[config.mk]
export PLATFORM = sky130hd
export DESIGN_NAME = cbc_pwm
export DESIGN_NICKNAME = d
export VERILOG_FILES = /design/src/rtl/cbc_pwm_pkg.sv /design/src/rtl/cbc_pwm_datapath.sv /design/src/rtl/cbc_pwm_ctrl.sv /design/src/rtl/cbc_pwm.sv
export SDC_FILE = /design/constraint.sdc
export NUM_CORES = 1
export LEC_CHECK = 0
export ABC_CLOCK_PERIOD_IN_PS = 3950
export BUFFER_PORTS_ARGS = -buffer_cell sky130_fd_sc_hd__buf_2
export CAP_MARGIN = 10
export CORE_MARGIN = 4
export CORE_UTILIZATION = 45
export CTS_BUF_LIST = sky130_fd_sc_hd__clkbuf_4
export DETAILED_ROUTE_END_ITERATION = 10
export PLACE_DENSITY = 0.67
export SYNTH_ARGS = -nofsm -noshare
export SYNTH_HDL_FRONTEND = slang
export SYNTH_SLANG_ARGS = --single-unit
[constraint.sdc]
create_clock -name clk -period 3.95 [get_ports clk]
set_clock_uncertainty 0.1 [all_clocks]
set_input_delay 0 -clock clk [delete_from_list [all_inputs] [get_ports clk]]
set_output_delay 0 -clock clk [all_outputs]
set_load 0.05 [all_outputs]
[src/rtl/cbc_pwm_pkg.sv]
package cbc_pwm_pkg;

  // Strobes from control to datapath
  typedef struct packed {
    logic cntHold;   // park the period counter at zero
  } ctrlStrb_t;

  // Status from datapath to control
  typedef struct packed {
    logic tick;        // start of a switching period
    logic windowDone;  // minimum on-time satisfied in this cycle
    logic trip;        // synchronized over-reference flag
  } dpFlags_t;

  typedef enum logic [1:0] {
    ST_IDLE   = 2'd0,
    ST_OFF    = 2'd1,
    ST_ON_MIN = 2'd2,
    ST_ON_REG = 2'd3
  } gateState_t;

endpackage

[src/rtl/cbc_pwm_datapath.sv]
module cbc_pwm_datapath
  import cbc_pwm_pkg::*;
#(
  parameter int CNT_W       = 16,
  parameter int SYNC_STAGES = 2
) (
  input  logic             clk,
  input  logic             rst_n,
  input  logic             overRefAsync,
  input  logic [CNT_W-1:0] periodLen,
  input  logic [CNT_W-1:0] minOnLen,
  input  ctrlStrb_t        strb,
  output dpFlags_t         flags
);

  localparam int EXT_W = CNT_W + 1;
  localparam logic [CNT_W-1:0] ONE = CNT_W'(1);
  localparam logic [EXT_W-1:0] ONE_EXT = EXT_W'(1);

  logic [CNT_W-1:0]       periodCnt;
  logic [SYNC_STAGES-1:0] syncQ;
  logic                   tickInt;
  logic [EXT_W-1:0]       elapsedExt;

  // Synchronizer chain for the comparator flag
  generate
    if (SYNC_STAGES == 1) begin : g_syncOne
      always_ff @(posedge clk or negedge rst_n) begin
        if (!rst_n) syncQ <= '0;
        else        syncQ <= overRefAsync;
      end
    end else begin : g_syncChain
      always_ff @(posedge clk or negedge rst_n) begin
        if (!rst_n) syncQ <= '0;
        else        syncQ <= {syncQ[SYNC_STAGES-2:0], overRefAsync};
      end
    end
  endgenerate

  assign tickInt    = !strb.cntHold && (periodCnt == (periodLen - ONE));
  assign elapsedExt = {1'b0, periodCnt} + ONE_EXT;

  always_ff @(posedge clk or negedge rst_n) begin
    if (!rst_n)            periodCnt <= '0;
    else if (strb.cntHold) periodCnt <= '0;
    else if (tickInt)      periodCnt <= '0;
    else                   periodCnt <= periodCnt + ONE;
  end

  always_comb begin
    flags.tick       = tickInt;
    flags.windowDone = (elapsedExt >= {1'b0, minOnLen});
    flags.trip       = syncQ[SYNC_STAGES-1];
  end


  hold_clear_chk: assert property (@(posedge clk) disable iff (!rst_n)
    strb.cntHold |=> (periodCnt == '0));


  tick_restart_chk: assert property (@(posedge clk) disable iff (!rst_n)
    flags.tick |=> (periodCnt == '0));

endmodule

[src/rtl/cbc_pwm_ctrl.sv]
module cbc_pwm_ctrl
  import cbc_pwm_pkg::*;
(
  input  logic      clk,
  input  logic      rst_n,
  input  logic      runEn,
  input  dpFlags_t  flags,
  output ctrlStrb_t strb,
  output logic      gateOut
);

  gateState_t state, nextState;

  always_comb begin
    nextState = state;
    case (state)
      ST_IDLE:   nextState = flags.tick ? ST_ON_MIN : ST_OFF;
      ST_OFF:    if (flags.tick) nextState = ST_ON_MIN;
      ST_ON_MIN: begin
        if (flags.tick)            nextState = ST_ON_MIN;
        else if (flags.windowDone) nextState = flags.trip ? ST_OFF : ST_ON_REG;
      end
      ST_ON_REG: begin
        if (flags.tick)      nextState = ST_ON_MIN;
        else if (flags.trip) nextState = ST_OFF;
      end
      default:   nextState = ST_IDLE;
    endcase
    if (!runEn) nextState = ST_IDLE;
  end

  always_ff @(posedge clk or negedge rst_n) begin
    if (!rst_n) state <= ST_IDLE;
    else        state <= nextState;
  end

  always_comb begin
    strb.cntHold = !runEn;
    gateOut      = (state == ST_ON_MIN) || (state == ST_ON_REG);
  end


  disable_low_chk: assert property (@(posedge clk) disable iff (!rst_n)
    !runEn |=> !gateOut);


  tick_on_chk: assert property (@(posedge clk) disable iff (!rst_n)
    (flags.tick && runEn) |=> gateOut);


  min_window_chk: assert property (@(posedge clk) disable iff (!rst_n)
    (gateOut && runEn && !flags.windowDone) |=> gateOut);


  trip_off_chk: assert property (@(posedge clk) disable iff (!rst_n)
    (gateOut && flags.windowDone && flags.trip && !flags.tick) |=> !gateOut);


  no_retrigger_chk: assert property (@(posedge clk) disable iff (!rst_n)
    (!gateOut && !flags.tick) |=> !gateOut);


  full_duty_chk: assert property (@(posedge clk) disable iff (!rst_n)
    (gateOut && runEn && !flags.trip) |=> gateOut);

endmodule

[src/rtl/cbc_pwm.sv]
module cbc_pwm
  import cbc_pwm_pkg::*;
#(
  parameter int CNT_W       = 16,
  parameter int SYNC_STAGES = 2
) (
  input  logic             clk,
  input  logic             rst_n,
  input  logic             runEn,
  input  logic             overRefAsync,
  input  logic [CNT_W-1:0] periodLen,
  input  logic [CNT_W-1:0] minOnLen,
  output logic             gateOut
);

  ctrlStrb_t strb;
  dpFlags_t  flags;

  cbc_pwm_datapath #(
    .CNT_W      (CNT_W),
    .SYNC_STAGES(SYNC_STAGES)
  ) i_datapath (
    .clk         (clk),
    .rst_n       (rst_n),
    .overRefAsync(overRefAsync),
    .periodLen   (periodLen),
    .minOnLen    (minOnLen),
    .strb        (strb),
    .flags       (flags)
  );

  cbc_pwm_ctrl i_ctrl (
    .clk    (clk),
    .rst_n  (rst_n),
    .runEn  (runEn),
    .flags  (flags),
    .strb   (strb),
    .gateOut(gateOut)
  );


  reset_low_chk: assert property (@(posedge clk)
    !rst_n |=> !gateOut);

endmodule

==> results.py, run 1 <==
metrics = {
    "routing": {
        "first_pass_iters": 4,
        "drc": 0,
        "drt-total-wl_mm": 4.83,
        "avgViaCountPerCell": 5.57,
        "vias": 1904,
        "ant_nets": 0,
        "avgRoutedWirePerCell_um": 14.1,
        "detail_route.iter0.violations": 88,
    },
    "critical_path": {
        "cp-end-kind": "register",
        "cp_data_required_time_ns": 4.06,
        "worstPathArrival_ns": 3.67,
        "rr_worst_depth": 13,
        "cp-start-kind": "register",
        "criticalPathCategory": "reg2reg",
        "cp_max_fo": 6,
    },
    "grt": {
        "grt_use_total_pct": 18.2,
        "grt_max_degree": 21,
        "grt_pass1_vias": 1774,
        "grt_first_pass_wirelength_mm": 8.08,
        "grt_overflow_total": 0,
        "antenna_found_initial": 0,
    },
    "power_and_ir_drop": {
        "leakage_nw": 1.11,
        "ir_worst_vdd_uv": 116,
        "p_total_mw": 0.495,
        "power_per_cell_area_nw_per_um2": 212,
    },
    "sta": {
        "fin_tns_setup_ns": 0,
        "layout_setup_ws_ns": 0.388,
        "finalSetupViolCount": 0,
        "rsz0062_at_grt": "no",
        "max_slew_margin_pct": 51.1,
        "fin_crit_ns": 3.56,
        "fin_crit_sh_pct": 90.2,
        "hold_viol": 0,
        "fmax_mhz": 281,
        "tightest_slew_ns": 0.733,
        "final_max_slew_viol_count": 0,
    },
    "placement": {
        "dp_slack_ns": 0.432,
        "gp_congestion": 0.955,
        "placed_cells": 335,
        "hpwl_mm": 3.99,
        "place_area_um2": 2280,
        "port_buffers": 36,
    },
    "cts": {
        "clk_latency_ns": 0.31,
        "clkTransAtPathRegs_ns": 0.11,
        "clock-root-buffer": "clkbuf_4",
        "cts_made_buffers": 3,
        "cts_tree": "yes",
        "cts_sinks": 20,
        "cts_setup_buffers": 0,
        "htreeDepth": 1,
        "cts_resized": 0,
        "cts_buffer_depth": 2,
    },
    "synthesis": {
        "syn_inst": 251,
        "yosys_warnings": 0,
        "async_flop_share_pct": 100,
        "ys_seq_area_share_pct": 24.2,
        "post-synth-top-area-cell": "dfrtp_1",
        "synth_flop_cell": "dfrtp_1",
        "syn_nets": 308,
        "synth.avg_cell_area_um2": 8.23,
        "synth_top_area_share_pct": 24.2,
        "synth.most_common_cell": "inv_1",
        "ys_seq_elements": 20,
        "netlist_top_cells_area": "dfrtp_1 (24%), ha_1 (13%), xnor2_1 (6.8%), nor2b_1 (5.1%), inv_1 (4.4%)",
        "synth-edff-count": 0,
        "synth_cell_type_count": 46,
        "yosys-top-cells-count": "inv_1 (24), ha_1 (21), dfrtp_1 (20)",
        "synth.cell_area_um2": 2070,
    },
    "cells_and_area": {
        "nets": 348,
        "design_area_um2": 2340,
        "antenna_cells": 0,
        "drive_gt1_share_pct": 17.6,
        "area_growth_pct": 13.3,
        "fin_cells": 342,
    },
    "die": {
        "fp.dieH_um": 75.8,
        "die-area_um2": 5740,
        "num_rows": 24,
        "coreArea_um2": 4380,
        "start_util_pct": 47.1,
        "io_pins": 37,
        "die_w_um": 75.8,
    },
    "worst_hold_path": {
        "hp-class": "in2async",
    },
    "run_status": {
        "status": "finished, final reports clean",
    },
    "job": {
        "maxCapViolCount": 0,
    },
}
cells in the final DEF (no fill, tap or decap), drive strengths merged, types with 5 or more instances in the layout:
cell type,n
nand2,12
and3,5
or2,6
nand4,7
nor3,12
xor2,10
o211ai,5
nor2,17
nand2b,5
o21ai,8
nand3,10
ha,21
nor2b,17
nor4,8
inv,24
buf,37
xnor2,16
dfrtp,20
a21oi,9
worst paths after layout:
kind	start	end	slack (ns)
max in group asynchronous	rst_n	i_datapath.periodCnt[3]$_DFF_PN0_	3.38
min in group clk	overRefAsync	i_datapath.syncQ[0]$_DFF_PN0_	0.23
setup / recovery	i_datapath.periodCnt[0]$_DFF_PN0_	i_ctrl.state[1]$_DFFE_PN0P_	0.39
hold / removal	rst_n	i_datapath.periodCnt[14]$_DFF_PN0_	0.06
hold reg to reg	i_datapath.syncQ[0]$_DFF_PN0_	i_datapath.syncQ[1]$_DFF_PN0_	0.28
setup reg to reg	i_datapath.periodCnt[0]$_DFF_PN0_	i_ctrl.state[1]$_DFFE_PN0P_	0.39
report_power, final:
group	total, mW	internal (mW)	switching [mW]	leakage [nW]
combinational	0.168	0.0723	0.0961	0.828
clock	0.101	0.0369	0.0642	0.0154
sequential	0.226	0.215	0.0112	0.271
total	0.495	0.324	0.171	1.11
flip-flops by register name (all words and copies together), names as in the netlist:
name,cells
i_ctrl.state,2
i_datapath.periodCnt,16
i_datapath.syncQ,2
stage by stage:
| step | util [%] | hold slack (ns) |
|---|---|---|
| finish | 53.4 | 0.0624 |
| detailed placement | 52.1 | -0.124 |
| CTS | 53.4 | 0.0721 |
| floorplan | - | -0.396 |
| global route | 53.4 | 0.111 |
| global placement | 52.1 | -0.124 |
metal layers:
| layer | global-route usage, % | part of all wire (%) |
|---|---|---|
| met3 | 1.58 | 6.4 |
| met2 | 29.3 | 46 |
| met1 | 26.0 | 46 |
| met5 | 0 | 0 |
| met4 | 5.44 | 1.9 |
timing repair:
action / CTS / global route
hold buffers: 3 / 0
setup endpoints to repair: 0 / 0
hold endpoints to repair: 22 / 0
cell families after synthesis:
| logic type | count (synthesis) | share of synthesized area [%] |
|---|---|---|
| AOI/OAI and AO/OA | 40 | 13.8 |
| xor gates and xnor gates | 26 | 11.0 |
| adders and majority gates | 21 | 12.7 |
| buffers and inverters | 29 | 6.06 |
| DFF | 20 | 24.2 |
| muxes | 1 | 0.485 |
| and+or+nand+nor | 114 | 31.7 |
worst max-delay path, cell delays in order, from the launching register on:
cell and delay [ns]:
dfrtp_1 0.49, ha_1 0.27, nand4_1 0.18, nor3_1 0.32, and4_1 0.25, xor2_1 0.19, ha_1 0.28, nand4_1 0.15
nor4_1 0.08, a311oi_1 0.34, nand4b_1 0.13, o211ai_1 0.31, nor4b_1 0.10, a211o_1 0.27
layout make-up:
type	instances	area [µm²]
fillers	435	2040
multi-input cells	202	1440
flip-flops and latches	20	500
repair buffers	40	218
inverters	24	90.1
well taps	52	65.1
clock buffers	3	22.5
clock inverters	1	3.75
No activity file was read; power rests on OpenSTA's default activity.
==> inputs of run 2 (changes only) <==
--- a/config.mk
+++ b/config.mk
@@ -5,10 +5,10 @@
 export SDC_FILE = /design/constraint.sdc
 export NUM_CORES = 1
 export LEC_CHECK = 0
-export ABC_CLOCK_PERIOD_IN_PS = 3950
+export ABC_CLOCK_PERIOD_IN_PS = 3400
 export BUFFER_PORTS_ARGS = -buffer_cell sky130_fd_sc_hd__buf_2
 export CAP_MARGIN = 10
-export CORE_MARGIN = 4
+export CORE_MARGIN = 3
 export CORE_UTILIZATION = 45
 export CTS_BUF_LIST = sky130_fd_sc_hd__clkbuf_4
 export DETAILED_ROUTE_END_ITERATION = 10
==> constraint.sdc (replaced) <==
create_clock -name clk -period 3.4 [get_ports clk]
set_clock_uncertainty 0.1 [all_clocks]
set_input_delay 0 -clock clk [delete_from_list [all_inputs] [get_ports clk]]
set_output_delay 0 -clock clk [all_outputs]
set_load 0.05 [all_outputs]
==> run 2 against run 1 <==
  * Combinational power is 35% higher
  * Maximum frequency grew 10%
  * Clock power rose by 17%
  * Sequential cell count is the same
  * Cell area grew 5.6%
  * Die area down 5.2%
  * Routed wire length is 3.5% higher
==> results.py, run 2 (same netlist as run 1, synthesis figures left out) <==
metrics = {
    "run_status": {
        "status": "finished, final reports clean",
    },
    "cells_and_area": {
        "final_cell_mix": "buf_2 (36), inv_1 (24), ha_1 (20)",
        "fillers": 421,
        "fin_cells": 356,
        "drive_gt1_share_pct": 24.0,
        "top_regs": "i_datapath.periodCnt (16), i_ctrl.state (2), i_datapath.syncQ (2)",
        "area_growth_pct": 19.6,
        "layout_commonest_cell": "buf_2",
        "top_register": "i_datapath.periodCnt",
        "utilization_pct": 56.3,
        "antenna_cells": 0,
        "multi_input_area_um2": 1460,
        "ff_latch_area_um2": 504,
        "largest_register_ffs": 16,
        "nets": 362,
    },
    "routing": {
        "detail_route.iter0.violations": 60,
        "drc": 0,
        "vias": 1970,
        "avgRoutedWirePerCell_um": 14.1,
        "avgViaCountPerCell": 5.53,
        "routed-wl-met2_mm": 2.35,
        "drt-total-wl_mm": 5.00,
        "top_layer": "met4",
        "wl_met3_um": 284,
        "first_pass_iters": 4,
        "ant_nets": 0,
        "met1_length_mm": 2.31,
    },
    "sta": {
        "hold_slack_ns": 0.0213,
        "finalSetupViolCount": 0,
        "final_max_slew_viol_count": 0,
        "fin_crit_sh_pct": 94.9,
        "fmax_mhz": 310,
        "max_slew_margin_pct": 68.6,
        "tightest_slew_ns": 0.467,
        "fin_crit_ns": 3.22,
        "hold_viol": 0,
    },
    "critical_path": {
        "worstPathArrival_ns": 3.32,
        "r2r-start": "i_datapath.periodCnt[1]$_DFF_PN0_",
        "cp_max_fo": 4,
        "cp-end-kind": "register",
        "criticalPathCategory": "reg2reg",
        "cp-start-kind": "register",
        "cp_data_required_time_ns": 3.50,
        "rr_worst_depth": 14,
        "endpoint": "i_ctrl.state[1]$_DFFE_PN0P_",
        "regToRegSetupSlack_ns": 0.18,
        "crit_path_start": "i_datapath.periodCnt[1]$_DFF_PN0_",
        "r2r_end": "i_ctrl.state[1]$_DFFE_PN0P_",
    },
    "cts": {
        "cts_tree": "yes",
        "cts_sinks": 20,
        "clkTransAtPathRegs_ns": 0.12,
        "cts_buffer_depth": 2,
        "htreeDepth": 1,
        "cts_made_buffers": 3,
        "clock-root-buffer": "clkbuf_4",
        "clk_latency_ns": 0.30,
    },
    "power_and_ir_drop": {
        "ir_worst_vdd_uv": 130,
        "power_per_cell_area_nw_per_um2": 245,
        "leakage_nw": 1.19,
    },
    "grt": {
        "grt_overflow_total": 0,
        "antenna_found_initial": 0,
        "grt_max_degree": 21,
        "grt_use_total_pct": 19.1,
        "grt_first_pass_wirelength_mm": 8.20,
        "grt_pass1_vias": 1891,
    },
    "die": {
        "io_pins": 37,
        "start_util_pct": 47.1,
        "die-area_um2": 5440,
        "coreArea_um2": 4380,
        "num_rows": 24,
        "die_w_um": 73.8,
        "fp.dieH_um": 73.8,
    },
    "placement": {
        "port_buffers": 36,
        "gp_congestion": 0.927,
        "placed_cells": 343,
        "hpwl_mm": 4.04,
    },
    "worst_hold_path": {
        "hp-class": "in2reg",
        "hold_path_depth": 3,
    },
    "job": {
        "maxCapViolCount": 0,
    },
}
==> run 2: routing by layer <==
layer  GRT usage, %  vias up
met3           1.64        6
met2           32.3       53
met4           5.23        0
met5              0        -
met1           25.8      896
li1               -     1015
==> run 2: layout make-up <==
type | instances | area share [%]
Sequential cell | 20 | 20.4
Clock inverter | 1 | 0.152
Clock buffer | 3 | 0.912
Multi-Input combinational cell | 202 | 59.3
Timing Repair Buffer | 54 | 13.0
Tap cell | 52 | 2.63
Inverter | 24 | 3.65
==> run 2: per-stage QoR <==
step	cell area (µm²)	worst slack (ns)	TNS, ns	power, mW
2_1_floorplan	2070	0.238	0	0.397
3_3_place_gp	2340	0.196	0	0.459
3_5_place_dp	2340	0.0361	0	0.461
4_1_cts	2400	0.0540	0	0.602
5_1_grt	2470	-0.0322	-0.0323	0.646
6_report	2470	0.175	0	0.605
==> run 2: report_power, final <==
| part | internal (mW) | switching [mW] | leakage [nW] |
|---|---|---|---|
| Sequential | 0.250 | 0.0104 | 0.266 |
| Clock | 0.0428 | 0.0750 | 0.0154 |
| Combinational | 0.107 | 0.120 | 0.913 |
==> run 2: worst max-delay path: stages (launching register included) <==
cell and delay (ns):
dfrtp_1 0.39, ha_2 0.22, nand4_1 0.17, nor3_2 0.21, and4_1 0.25, xor2_1 0.09
ha_1 0.32, nand4_1 0.13, nor4_1 0.33, a311oi_1 0.17, nand3b_1 0.11, o211ai_1 0.11
buf_4 0.16, buf_4 0.13, a211o_1 0.24
==> run 2: timing repair <==
item,4_1_cts,5_1_grt
setup buffers,2,5
setup endpoints to repair,1,2
resized for setup,0,8
pin swaps,1,6
hold buffers,2,0
hold endpoints to repair,21,0
==> run 2: worst min path at each step <==
| stage | start | to | slack, ns |
|---|---|---|---|
| final | runEn | i_ctrl.state[1]$_DFFE_PN0P_ | 0.02 |
| after detailed placement | rst_n | i_datapath.periodCnt[14]$_DFF_PN0_ | -0.12 |
| after global placement | rst_n | i_ctrl.state[1]$_DFFE_PN0P_ | -0.12 |
| after floorplan | rst_n | i_ctrl.state[0]$_DFFE_PN0P_ | -0.40 |
| after global routing | runEn | i_ctrl.state[1]$_DFFE_PN0P_ | 0.02 |
| after CTS | runEn | i_ctrl.state[1]$_DFFE_PN0P_ | 0.004 |
==> inputs of run 3 (changes only) <==
--- a/config.mk
+++ b/config.mk
@@ -7,7 +7,6 @@
 export LEC_CHECK = 0
 export ABC_CLOCK_PERIOD_IN_PS = 3400
 export BUFFER_PORTS_ARGS = -buffer_cell sky130_fd_sc_hd__buf_2
-export CAP_MARGIN = 10
 export CORE_MARGIN = 3
 export CORE_UTILIZATION = 45
 export CTS_BUF_LIST = sky130_fd_sc_hd__clkbuf_4
@@ -15,4 +14,5 @@
 export PLACE_DENSITY = 0.67
 export SYNTH_ARGS = -nofsm -noshare
 export SYNTH_HDL_FRONTEND = slang
+export SYNTH_HIERARCHICAL = 1
 export SYNTH_SLANG_ARGS = --single-unit
==> run 3 against run 2 <==
  * Maximum frequency is 2.6% higher
  * Cell area shrank 5.3%
  * Register-to-register slack gained 0.08 ns
  * Routed wire length shrank 12%
  * Critical path depth is 1 lower
  * Synthesized cell count down 3.6%
  * Clock power about the same
  * Core utilization decreased by 0.65 points
  * Largest power group unchanged
  * Highest routed layer unchanged
==> results.py, run 3 <==
metrics = {
    "critical_path": {
        "worstPathArrival_ns": 3.24,
        "criticalPathCategory": "reg2reg",
        "rr_worst_depth": 13,
        "max_stage_delay_ns": 0.46,
        "r2r_end": "i_ctrl/state[1]$_DFFE_PN0P_",
        "cp_top_family": "compound AO/OA/AOI/OAI gates",
        "r2r-start": "i_datapath/periodCnt[0]$_DFF_PN0_",
        "regToRegSetupSlack_ns": 0.26,
        "cp_max_fo": 6,
        "cp-end-kind": "register",
        "cp-start-kind": "register",
        "cp_data_required_time_ns": 3.50,
        "crit_buf_inv": 0,
        "cp_cell_sequence": "ha_1 > and3_2 > xnor2_1 > ha_1 > a21o_1 > a21o_1 > a21oi_1 > o21ai_0 > a21oi_1 > o21ai_0 > nand2b_2 > a31o_1 > a41o_1",
        "worst_path_max_delay_cell": "dfrtp_2",
    },
    "sta": {
        "tightest_slew_ns": 0.587,
        "fin_crit_ns": 3.14,
        "fmax_mhz": 318,
        "hold_viol": 0,
        "rsz0062_at_grt": "no",
        "fin_crit_sh_pct": 92.4,
        "finalSetupViolCount": 0,
        "fin_tns_setup_ns": 0,
        "final_max_slew_viol_count": 0,
        "max_slew_margin_pct": 60.5,
    },
    "cells_and_area": {
        "fillers": 391,
        "top_register": "i_datapath/periodCnt",
        "top_regs": "i_datapath/periodCnt (16), i_ctrl/state (2), i_datapath/syncQ (2)",
        "antenna_cells": 0,
        "largest_register_ffs": 16,
        "layout_commonest_cell": "buf_2",
        "nets": 338,
        "area_growth_pct": 14.0,
        "final_cell_mix": "buf_2 (36), inv_1 (24), ha_1 (21)",
        "drive_gt1_share_pct": 18.2,
    },
    "power_and_ir_drop": {
        "leakage_nw": 1.17,
        "ir_worst_vdd_uv": 244,
        "power_per_cell_area_nw_per_um2": 259,
        "p_total_mw": 0.605,
    },
    "synthesis": {
        "ys_seq_elements": 20,
        "syn_nets": 299,
        "syn_inst": 242,
        "synth.avg_cell_area_um2": 8.48,
        "async_flop_share_pct": 100,
        "synth_flop_cell": "dfrtp_1",
        "synth.cell_area_um2": 2050,
        "post-synth-top-area-cell": "dfrtp_1",
        "synth-edff-count": 0,
        "netlist_top_cells_area": "dfrtp_1 (24%), ha_1 (13%), xnor2_1 (8.1%), nand2b_1 (4.6%), inv_1 (4.4%)",
        "yosys-top-cells-count": "inv_1 (24), ha_1 (21), dfrtp_1 (20)",
        "yosys_warnings": 6,
        "synth.most_common_cell": "inv_1",
        "synth_cell_type_count": 48,
        "ys_seq_area_share_pct": 24.4,
        "synth_top_area_share_pct": 24.4,
    },
    "routing": {
        "detail_route.iter0.violations": 66,
        "avgViaCountPerCell": 5.45,
        "vias": 1798,
        "ant_nets": 0,
        "drt-total-wl_mm": 4.40,
        "avgRoutedWirePerCell_um": 13.3,
        "first_pass_iters": 4,
        "drc": 0,
    },
    "grt": {
        "grt_max_degree": 21,
        "grt_overflow_total": 0,
        "grt_use_total_pct": 17.2,
        "antenna_found_initial": 0,
        "grt_first_pass_wirelength_mm": 7.42,
        "grt_pass1_vias": 1637,
    },
    "die": {
        "io_pins": 37,
        "coreArea_um2": 4200,
        "die_w_um": 73.5,
        "die-area_um2": 5410,
        "fp.dieH_um": 73.5,
        "num_rows": 23,
        "start_util_pct": 48.8,
    },
    "placement": {
        "gp_congestion": 0.833,
        "hpwl_mm": 3.53,
        "port_buffers": 36,
    },
    "cts": {
        "clock-root-buffer": "clkbuf_4",
        "cts_buffer_depth": 2,
        "cts_tree": "yes",
        "htreeDepth": 1,
        "cts_sinks": 20,
        "clk_latency_ns": 0.30,
        "clkTransAtPathRegs_ns": 0.11,
        "cts_made_buffers": 3,
    },
    "worst_hold_path": {
        "hp-class": "in2async",
    },
    "job": {
        "maxCapViolCount": 0,
    },
    "run_status": {
        "status": "finished, final reports clean",
    },
}
run 3: metrics by stage:
step	hold slack (ns)	utilization [%]	setup WS [ns]	cell area [µm²]	std cells
final	0.0699	55.7	0.257	2340	330
after global routing	0.0999	55.7	0.0138	2340	330
after detailed placement	-0.127	53.8	0.182	2260	321
after floorplan	-0.396	-	0.315	2050	242
after CTS	0.0628	55.1	0.149	2320	328
after global placement	-0.125	53.8	0.342	2260	321
run 3: power by group:
group	switching (mW)	leakage, nW	internal (mW)
Clock	0.0721	0.0154	0.0427
Sequential	0.0141	0.268	0.252
Combinational	0.127	0.890	0.0972
run 3: worst register-to-register path: stages (launching register included):
cell      delay [ns]
dfrtp_2         0.46
ha_1            0.24
and3_2          0.23
xnor2_1         0.25
ha_1            0.30
a21o_1          0.18
a21o_1          0.17
a21oi_1         0.14
o21ai_0         0.10
a21oi_1         0.15
o21ai_0         0.11
nand2b_2        0.21
a31o_1          0.22
a41o_1          0.20
run 3: cell type report:
| type | instances | area, µm² | share of cell area [%] |
|---|---|---|---|
| Inverter | 24 | 90.1 | 3.85 |
| Clock inverter | 1 | 3.75 | 0.160 |
| Multi-Input combinational cell | 189 | 1420 | 60.6 |
| Timing Repair Buffer | 43 | 240 | 10.3 |
| Clock buffer | 3 | 22.5 | 0.963 |
| Tap cell | 50 | 62.6 | 2.67 |
| Sequential cell | 20 | 503 | 21.5 |
run 3: worst max path at each step:
stage | from | to | slack (ns) | cells past startpoint
global placement | i_datapath/periodCnt[0]$_DFF_PN0_ | i_ctrl/state[1]$_DFFE_PN0P_ | 0.34 | 14
finish | i_datapath/periodCnt[0]$_DFF_PN0_ | i_ctrl/state[1]$_DFFE_PN0P_ | 0.26 | 13
detailed placement | i_datapath/periodCnt[2]$_DFF_PN0_ | i_ctrl/state[1]$_DFFE_PN0P_ | 0.18 | 14
CTS | i_datapath/periodCnt[2]$_DFF_PN0_ | i_ctrl/state[1]$_DFFE_PN0P_ | 0.15 | 14
floorplan | i_datapath/periodCnt[2]$_DFF_PN0_ | i_ctrl/state[1]$_DFFE_PN0P_ | 0.32 | 16
global route | i_datapath/periodCnt[0]$_DFF_PN0_ | i_ctrl/state[1]$_DFFE_PN0P_ | 0.01 | 14
run 3: metal layers:
| metal | track usage, % | wire, µm | vias to the layer above | share of wire (%) |
|---|---|---|---|---|
| met1 | 26.3 | 2220 | 805 | 51 |
| met3 | 1.50 | 237 | 4 | 5.4 |
| li1 | - | - | 942 | - |
| met5 | 0 | 0 | - | 0 |
| met4 | 5.03 | 42 | 0 | 0.95 |
| met2 | 25.7 | 1900 | 47 | 43 |
run 3: kinds of logic (layout without fill, tap and decap cells):
group	count (synthesis)	after routing	share of synthesized area, %
AOI/OAI and AO/OA	39	39	14.6
xor gates and xnor gates	28	28	12.0
adders and majority gates	21	21	12.8
buffers and inverters	33	71	6.83
DFF	20	20	24.4
and+or+nand+nor	101	101	29.4
run 3: repair_timing:
item	4_1_cts	5_1_grt
endpoints found under the setup margin	0	2
hold buffers	3	0
buffers inserted	0	2
gates resized for setup	0	4
hold endpoints to repair	23	0
